File: src/rtl/fsk_sweep_pkg.sv
package fsk_sweep_pkg;

  typedef enum logic [1:0] {
    MODE_FIXED = 2'b00,
    MODE_RAMP  = 2'b01,
    MODE_CHIRP = 2'b10,
    MODE_RSVD  = 2'b11
  } sweep_mode_e;

  typedef enum logic {
    DIR_UP   = 1'b0,
    DIR_DOWN = 1'b1
  } sweep_dir_e;

endpackage

File: src/rtl/sweep_rate_timer.sv
// Produces one tick every N enabled cycles, N = rate (0 treated as 1).
module sweep_rate_timer #(
  parameter int RW = 16
) (
  input  logic          clk,
  input  logic          rst,
  input  logic          run,
  input  logic [RW-1:0] rate,
  output logic          tick
);

  logic [RW-1:0] cnt_q;
  logic [RW-1:0] last_cnt;

  always_comb begin
    if (rate == '0) last_cnt = '0;
    else            last_cnt = rate - 1'b1;
  end

  assign tick = run && (cnt_q >= last_cnt);

  always_ff @(posedge clk) begin
    if (rst || !run) cnt_q <= '0;
    else if (tick)   cnt_q <= '0;
    else             cnt_q <= cnt_q + 1'b1;
  end

endmodule

File: src/rtl/ramp_accumulator.sv
// Ramp offset above the mark word, with clamped triangle reversal or free chirp.
module ramp_accumulator
  import fsk_sweep_pkg::*;
#(
  parameter int FW = 48
) (
  input  logic        clk,
  input  logic        rst,
  input  logic        clear,
  input  logic        tick,
  input  sweep_mode_e mode,
  input  logic        tri_on,
  input  logic [FW-1:0] span,
  input  logic [FW-1:0] step,
  output logic [FW-1:0] acc_next,
  output logic [FW-1:0] acc_q
);

  sweep_dir_e  dir_q, dir_next;
  logic [FW:0] up_sum;
  logic        rising;

  assign up_sum = {1'b0, acc_q} + {1'b0, step};
  assign rising = (dir_q == DIR_UP) || !tri_on;

  always_comb begin
    acc_next = acc_q;
    dir_next = dir_q;
    if (clear) begin
      acc_next = '0;
      dir_next = DIR_UP;
    end else if (tick) begin
      unique case (mode)
        MODE_RAMP: begin
          if (rising) begin
            if (up_sum >= {1'b0, span}) begin
              acc_next = span;
              dir_next = tri_on ? DIR_DOWN : DIR_UP;
            end else begin
              acc_next = up_sum[FW-1:0];
            end
          end else begin
            if (acc_q <= step) begin
              acc_next = '0;
              dir_next = DIR_UP;
            end else begin
              acc_next = acc_q - step;
            end
          end
        end
        MODE_CHIRP: acc_next = up_sum[FW-1:0];
        default:    acc_next = acc_q;
      endcase
    end
  end

  always_ff @(posedge clk) begin
    if (rst) begin
      acc_q <= '0;
      dir_q <= DIR_UP;
    end else begin
      acc_q <= acc_next;
      dir_q <= dir_next;
    end
  end

endmodule

File: src/rtl/phase_accumulator.sv
// Modulo 2^PW phase integrator with a level clear.
module phase_accumulator #(
  parameter int PW = 48
) (
  input  logic          clk,
  input  logic          rst,
  input  logic          clear,
  input  logic [PW-1:0] inc,
  output logic [PW-1:0] phase_q
);

  always_ff @(posedge clk) begin
    if (rst || clear) phase_q <= '0;
    else              phase_q <= phase_q + inc;
  end

endmodule

File: src/rtl/fsk_sweep_engine.sv
module fsk_sweep_engine
  import fsk_sweep_pkg::*;
#(
  parameter int FW = 48,
  parameter int RW = 16
) (
  input  logic          clk,
  input  logic          rst,
  input  logic [FW-1:0] mark_freq,
  input  logic [FW-1:0] space_freq,
  input  logic [FW-1:0] step_size,
  input  logic [RW-1:0] ramp_rate,
  input  logic [1:0]    mode_sel,
  input  logic          tri_en,
  input  logic          clr_ramp_pulse,
  input  logic          clr_hold,
  output logic [FW-1:0] freq_word,
  output logic [FW-1:0] phase_acc
);

  sweep_mode_e   mode;
  logic          sweeping_mode;
  logic          tri_idle;
  logic          acc_clear;
  logic          timer_run;
  logic          ramp_tick;
  logic [FW-1:0] span;
  logic [FW-1:0] acc_next;
  logic [FW-1:0] acc_q;
  logic [FW-1:0] freq_q;

  assign mode          = sweep_mode_e'(mode_sel);
  assign sweeping_mode = (mode == MODE_RAMP) || (mode == MODE_CHIRP);
  assign tri_idle      = tri_en && (mode != MODE_RAMP);
  assign acc_clear     = clr_hold || clr_ramp_pulse || tri_idle || !sweeping_mode;
  assign timer_run     = !acc_clear;
  assign span          = space_freq - mark_freq;

  sweep_rate_timer #(.RW(RW)) u_timer (
    .clk  (clk),
    .rst  (rst),
    .run  (timer_run),
    .rate (ramp_rate),
    .tick (ramp_tick)
  );

  ramp_accumulator #(.FW(FW)) u_ramp (
    .clk      (clk),
    .rst      (rst),
    .clear    (acc_clear),
    .tick     (ramp_tick),
    .mode     (mode),
    .tri_on   (tri_en),
    .span     (span),
    .step     (step_size),
    .acc_next (acc_next),
    .acc_q    (acc_q)
  );

  always_ff @(posedge clk) begin
    if (rst) freq_q <= '0;
    else     freq_q <= mark_freq + acc_next;
  end

  phase_accumulator #(.PW(FW)) u_phase (
    .clk     (clk),
    .rst     (rst),
    .clear   (clr_hold),
    .inc     (freq_q),
    .phase_q (phase_acc)
  );

  assign freq_word = freq_q;

endmodule

File: config.mk
export PLATFORM = sky130hd
export DESIGN_NAME = fsk_sweep_engine
export DESIGN_NICKNAME = d
export VERILOG_FILES = /design/src/rtl/fsk_sweep_pkg.sv /design/src/rtl/sweep_rate_timer.sv /design/src/rtl/ramp_accumulator.sv /design/src/rtl/phase_accumulator.sv /design/src/rtl/fsk_sweep_engine.sv
export SDC_FILE = /design/constraint.sdc
export NUM_CORES = 1
export LEC_CHECK = 0
export CAP_MARGIN = 20
export CORE_UTILIZATION = 50
export DETAILED_ROUTE_END_ITERATION = 16
export DONT_BUFFER_PORTS = 1
export PLACE_DENSITY_LB_ADDON = 0.08
export SYNTH_ARGS = -nofsm -noshare
export SYNTH_HDL_FRONTEND = slang
export SYNTH_SLANG_ARGS = --single-unit
File: constraint.sdc
create_clock -name clk -period 14.45 [get_ports clk]
set_input_delay 2.1675 -clock clk [delete_from_list [all_inputs] [get_ports clk]]
set_output_delay 2.1675 -clock clk [all_outputs]
set_load 0.1 [all_outputs]
==> impl_metrics.py, run 1 <==
metrics = {
    "power_and_ir_drop": {
        "intPower_mw": 0.881,
        "power_switching_mw": 0.697,
        "power_density_nw_per_um2": 67.9,
        "netSwitchingFraction": 0.442,
        "ir_worst_vdd_mv": 0.0818,
        "power_leakage_nw": 10.5,
        "pwr-share-seq": 0.354,
        "power.share.clock": 0.297,
        "p_comb_frac": 0.350,
    },
    "route": {
        "first_iter_violations": 2297,
        "ant_nets": 0,
        "drc": 0,
        "wire_per_inst_um": 24.4,
        "vias_per_cell": 6.52,
        "dr.pass1.iters": 6,
        "wirelength_um": 87600,
        "vias": 23451,
    },
    "grt": {
        "grt_max_degree": 62,
        "grt_pass1_wl_um": 129000,
        "grt_pass1_vias": 21790,
        "track_usage": 0.378,
        "antenna_found_initial": 5,
        "grt_overflow": 0,
    },
    "timing": {
        "fin_ws_ps": 2230,
        "setup_tns_ps": 0,
        "max_freq_ghz": 0.0818,
        "maxSlewViolCount": 0,
        "post-route-period-util": 0.846,
        "hold_viol": 0,
        "relSlewSlack": 0.207,
        "rsz0062_at_grt": "no",
        "finalSetupViolCount": 0,
        "tightestPinTransition_ps": 1160,
        "fin_skew_ps": 16.7,
        "min_period_ps": 12220,
    },
    "clocking": {
        "clkTransAtPathRegs_ps": 80,
        "ctsLongestPathBuffers": 2,
        "clock_latency_ps": 500,
        "cts_root_buffer": "clkbuf_16",
        "cts_setup_buffers": 0,
        "cts.repair.resized": 0,
        "cts_hold_buf": 0,
        "htree_levels": 4,
        "clkSinkCount": 161,
        "tritoncts": "yes",
        "cts_buffers": 17,
    },
    "finish": {
        "syn2layout_area_growth_pct": 4.62,
        "nNetsFinal": 3469,
        "drive_gt1_frac": 0.0396,
    },
    "floorplanning": {
        "dieArea_sq_um": 45300,
        "die_w_um": 213,
        "io_pins": 263,
        "initial_core_util": 0.511,
        "core_area_sq_um": 43500,
        "num_rows": 76,
        "die_h_um": 213,
    },
    "logic_synthesis": {
        "synth_edf_count": 0,
        "postSynthAreaPerCell_sq_um": 7.21,
        "async_flop_share": 0,
        "synth_cell_types": 92,
        "synth.largest_area_cell": "ha_1",
        "syn_area_sq_um": 22200,
        "ys.warnings.count": 0,
        "syn_inst": 3081,
        "synth_ff_type": "dfxtp_1",
        "synth_top_area_share": 0.172,
        "synth-seq-cells": 161,
        "synthesis.nets": 3558,
        "synth_seq_area_share": 0.145,
        "synth_top_cells_by_area": "ha_1 17%, dfxtp_1 15%, a21oi_1 6.8%",
    },
    "min_path": {
        "hp-start": "u_timer.cnt_q[0]",
        "min_path_type": "flip-flop to flip-flop",
        "holdPathEnd": "u_timer.cnt_q[0]",
        "min_path_cells": 1,
    },
    "critical_path": {
        "reg2reg_slack_ps": 3460,
        "crit_type": "input port to flip-flop",
        "required_ps": 14870,
        "cp.arrival_ps": 12650,
        "reg2reg_from": "u_ramp.acc_q[0]",
        "worstReg2RegEnd": "freq_word[47]",
        "cp_max_fo": 21,
        "endpoint_kind": "flip-flop",
        "start_kind": "input port",
        "rr_worst_depth": 34,
        "slowest_stage": "a2111oi_0",
        "critPathMaxStageDelay_ps": 1000,
    },
    "placed_design": {
        "port_buffers": 0,
        "dp_slack_ps": 2050,
        "dpl.hpwl_um": 72000,
        "place.gp.congestion": 1.03,
    },
    "flow_run": {
        "cap_violations": 0,
    },
    "status": {
        "status": "finished, final reports clean",
    },
}
[cells in the mapped netlist, drive strengths merged (9+ instances only)]
cell / instances
a2111oi: 13
a211oi: 42
a21boi: 15
a21o: 121
a21oi: 306
a221o: 11
a221oi: 17
a22oi: 9
a2bb2oi: 13
a311oi: 22
a31oi: 36
and2: 38
and3: 27
and4: 11
buf: 36
clkbuf: 103
dfxtp: 161
ha: 305
inv: 215
nand2: 204
nand2b: 31
nand3: 62
nand4: 62
nor2: 327
nor2b: 37
nor3: 68
nor3b: 10
nor4: 31
o2111ai: 15
o211ai: 32
o21a: 33
o21ai: 194
o21bai: 48
o31ai: 33
or2: 19
or3: 22
or4: 10
xnor2: 144
xor2: 71
[power groups by stage]
| stage | Sequential [mW] | Combinational (mW) | Clock [mW] |
|---|---|---|---|
| final | 0.558 | 0.552 | 0.469 |
| after global routing | 0.560 | 0.598 | 0.487 |
| after CTS | 0.558 | 0.538 | 0.474 |
| after detailed placement | 0.568 | 0.535 | 0 |
| after global placement | 0.576 | 0.517 | 0 |
| after floorplan | 0.573 | 0.388 | 0 |
[flip-flops by register name, indices dropped and copies added (netlist names)]
signal           cells
u_phase.phase_q     48
freq_word           48
u_ramp.acc_q        48
u_ramp.dir_q         1
u_timer.cnt_q       16
[final cells by class]
type,count,area [sq um]
well taps,585,732
clock buffers,18,439
clock inverters,14,143
inverters,219,822
diodes,6,15.0
fillers,4385,20200
flip-flops and latches,161,3220
multi-input cells,2562,17600
repair buffers,31,274
[how the worst max path moves through the flow]
stage	slack, ps	cells past startpoint	to	from
global route	1550	34	freq_word[47]	step_size[20]
CTS	2520	34	freq_word[47]	space_freq[0]
floorplan	4150	38	freq_word[47]	step_size[0]
detailed placement	2050	34	freq_word[47]	space_freq[0]
global placement	2270	34	freq_word[47]	step_size[0]
finish	2230	34	freq_word[47]	space_freq[0]
[layout by cell type (no fill, tap or decap), types with 17 or more instances in the layout]
master	count
a21oi_1	303
nand2_1	202
nor4_1	30
nor2b_1	37
o21a_1	33
nand3_1	62
o211ai_1	32
o21ai_0	190
o21bai_1	48
a21o_1	121
nor2_1	326
ha_1	305
and3_1	27
a311oi_1	21
a211oi_1	37
nor3_1	68
xnor2_1	144
dfxtp_1	161
inv_1	213
clkbuf_16	17
or3_1	22
and2_1	38
a31oi_1	36
nand4_1	62
nand2b_1	31
o31ai_1	33
or2_2	18
buf_4	20
xor2_1	71
[worst max-delay path: cells and delay by family]
kind	cells	cell delay [ps]
XOR/XNOR	2	560
AO/OA/AOI/OAI	22	6310
buffers and inverters	1	120
adder cells (fa/ha/maj)	4	1150
AND/OR/NAND/NOR	5	2310
[routing by layer]
layer	wire length (um)	GRT usage	vias up
met4	4280	0.189	4
li1	-	-	11057
met5	27	0	-
met1	37900	0.501	11086
met3	7550	0.0755	198
met2	37900	0.579	1106
[stage by stage]
| stage | hold WS [ps] | instances | util | power [mW] | cell area [sq um] |
|---|---|---|---|---|---|
| final | 485 | 3596 | 0.535 | 1.58 | 23200 |
| after global routing | 521 | 3593 | 0.535 | 1.64 | 23200 |
| after CTS | 487 | 3589 | 0.534 | 1.57 | 23200 |
| after detailed placement | 469 | 3557 | 0.521 | 1.10 | 22600 |
| after global placement | 463 | 3547 | 0.518 | 1.09 | 22500 |
| after floorplan | 441 | 3081 | - | 0.960 | 22200 |
[kinds of logic (layout without fill, tap and decap cells)]
| family | count (synthesis) | in the layout | share of synthesized area |
|---|---|---|---|
| AO/OA/AOI/OAI | 1055 | 1055 | 0.314 |
| AND/OR/NAND/NOR | 972 | 972 | 0.211 |
| buffers and inverters | 358 | 282 | 0.0634 |
| adder cells (fa/ha/maj) | 310 | 310 | 0.176 |
| XOR/XNOR | 215 | 215 | 0.0848 |
| flip-flops | 161 | 161 | 0.145 |
| multiplexers | 10 | 10 | 0.00467 |
| other | 0 | 6 | 0 |
Power figures use the tool's default switching activity.
==> run 2, diff against run 1 <==
- clock period: 14.45 -> 9.8 ns (I/O delays scaled with it)
==> run 2 against run 1 <==
Sequential power increased by 47%. Worst hold slack got worse by 2.9 ps. Combinational power increased by 99%. Largest power group is now combinational cells. Wire length increased by 8.0%. First-iteration DRC count increased by 12%. Clock-buffer cell count decreased by 1. Sequential share of layout area decreased by 2.3 points. Die area unchanged. Global-route usage increased by 3.2 points.
==> impl_metrics.py, run 2 (synthesis results as in run 1) <==
metrics = {
    "status": {
        "status": "finished, final reports clean",
    },
    "timing": {
        "finalSetupViolCount": 0,
        "tightestPinTransition_ps": 1110,
        "whs_ps": 482,
        "setup_tns_ps": 0,
        "post-route-period-util": 0.989,
        "fin_skew_ps": 14.3,
        "max_freq_ghz": 0.103,
        "maxSlewViolCount": 0,
        "fin_ws_ps": 110,
        "relSlewSlack": 0.259,
        "hold_viol": 0,
        "min_period_ps": 9690,
    },
    "critical_path": {
        "start_kind": "input port",
        "required_ps": 10160,
        "critPathMaxStageDelay_ps": 570,
        "crit_type": "input port to flip-flop",
        "crit_top_cell": "buf_4",
        "cp.arrival_ps": 10050,
        "endpoint_kind": "flip-flop",
        "critPathTopFamily": "compound AO/OA/AOI/OAI gates",
        "cp_max_fo": 4,
        "slowest_stage": "or4b_4",
        "cp_num_buf_inv": 11,
    },
    "floorplanning": {
        "die_h_um": 213,
        "num_rows": 76,
        "die_w_um": 213,
        "initial_core_util": 0.511,
        "core_area_sq_um": 43500,
        "dieArea_sq_um": 45300,
        "io_pins": 263,
    },
    "min_path": {
        "min_path_type": "flip-flop to flip-flop",
    },
    "power_and_ir_drop": {
        "power_mw": 2.64,
        "power_leakage_nw": 13.2,
        "power_density_nw_per_um2": 94.8,
        "ir_worst_vdd_mv": 0.140,
    },
    "finish": {
        "syn2layout_area_growth_pct": 25.6,
        "nNetsFinal": 4001,
        "seqCellArea_sq_um": 3220,
        "layout_commonest_cell": "buf_4",
        "utilization": 0.642,
        "fin_area_sq_um": 27900,
        "final_cells": 4126,
        "multi_input_area_sq_um": 18100,
        "drive_gt1_frac": 0.206,
        "fillCellCount": 3936,
        "final_cell_mix": "542 x buf_4, 321 x nor2_1, 300 x ha_1",
    },
    "clocking": {
        "clock_latency_ps": 500,
        "htree_levels": 4,
        "cts_root_buffer": "clkbuf_16",
        "clkSinkCount": 161,
        "clkTransAtPathRegs_ps": 70,
        "tritoncts": "yes",
        "cts_hold_buf": 0,
        "cts_buffers": 17,
        "ctsLongestPathBuffers": 2,
    },
    "grt": {
        "grt_pass1_wl_um": 141000,
        "grt_max_degree": 62,
        "grt_pass1_vias": 24611,
        "grt_use_met2": 0.654,
        "antenna_found_initial": 7,
        "track_usage": 0.410,
        "grt_most_used_layer": "met2",
        "use_met3": 0.0852,
        "grt_overflow": 0,
        "globalRouteMet1Util": 0.516,
    },
    "placed_design": {
        "port_buffers": 0,
        "place_area_sq_um": 26600,
        "place.gp.congestion": 1.05,
        "placedCellCount": 4075,
        "dpl.hpwl_um": 78500,
        "dp_slack_ps": -1060,
    },
    "route": {
        "drc": 0,
        "first_iter_violations": 2567,
        "vias": 25784,
        "wirelength_um": 94600,
        "ant_nets": 0,
        "vias_per_cell": 6.25,
        "wire_per_inst_um": 22.9,
        "dr.pass1.iters": 7,
    },
    "flow_run": {
        "cap_violations": 0,
    },
}
[run 2: changes by cell type in the layout (fill, tap and decap cells not counted), moves of 7 or more]
cell / previous run / this run
a21oi_1: 303 / 294
a311oi_2: 1 / 8
a21oi_2: 3 / 11
a211oi_1: 37 / 29
buf_4: 20 / 542
a311oi_1: 21 / 12
o21ai_0: 190 / 178
a211oi_2: 3 / 10
[run 2: path summary, 6_finish.rpt]
kind / startpoint / to / slack, ps / cells after the start
worst max register to register: u_ramp.acc_q[0] / freq_word[37] / 530 / 43
worst max-delay path: step_size[0] / freq_word[37] / 110 / 43
worst min register to register: u_timer.cnt_q[0] / u_timer.cnt_q[0] / 480 / 1
worst min-delay path: u_timer.cnt_q[0] / u_timer.cnt_q[0] / 480 / 1
[run 2: cell type report]
type	count	share of cell area
multi-input combinational	2562	0.649
timing repair buffer	563	0.158
sequential	161	0.116
inverter	219	0.0295
tap	585	0.0262
clock buffer	17	0.0153
clock inverter	15	0.00700
antenna	4	0.000359
[run 2: timing repair]
action,4_1_cts,5_1_grt
gates cloned,0,1
setup buffers,0,9
pin swaps,9,52
endpoints found under the hold margin,0,0
resized for setup,16,95
setup endpoints to repair,19,20
[run 2: power by group]
group / leakage, nW / internal (mW) / switching (mW)
Clock: 0.300 / 0.368 / 0.358
Combinational: 11.6 / 0.475 / 0.623
Sequential: 1.31 / 0.674 / 0.147
Total: 13.2 / 1.52 / 1.13
[run 2: metal layers]
metal  up-vias  wire length [um]  share of wire
met5         -                26        0.00027
met4         4              5410          0.057
met3       255              7900          0.083
met2      1233             41900           0.44
met1     12149             39300           0.42
li1      12143                 -              -
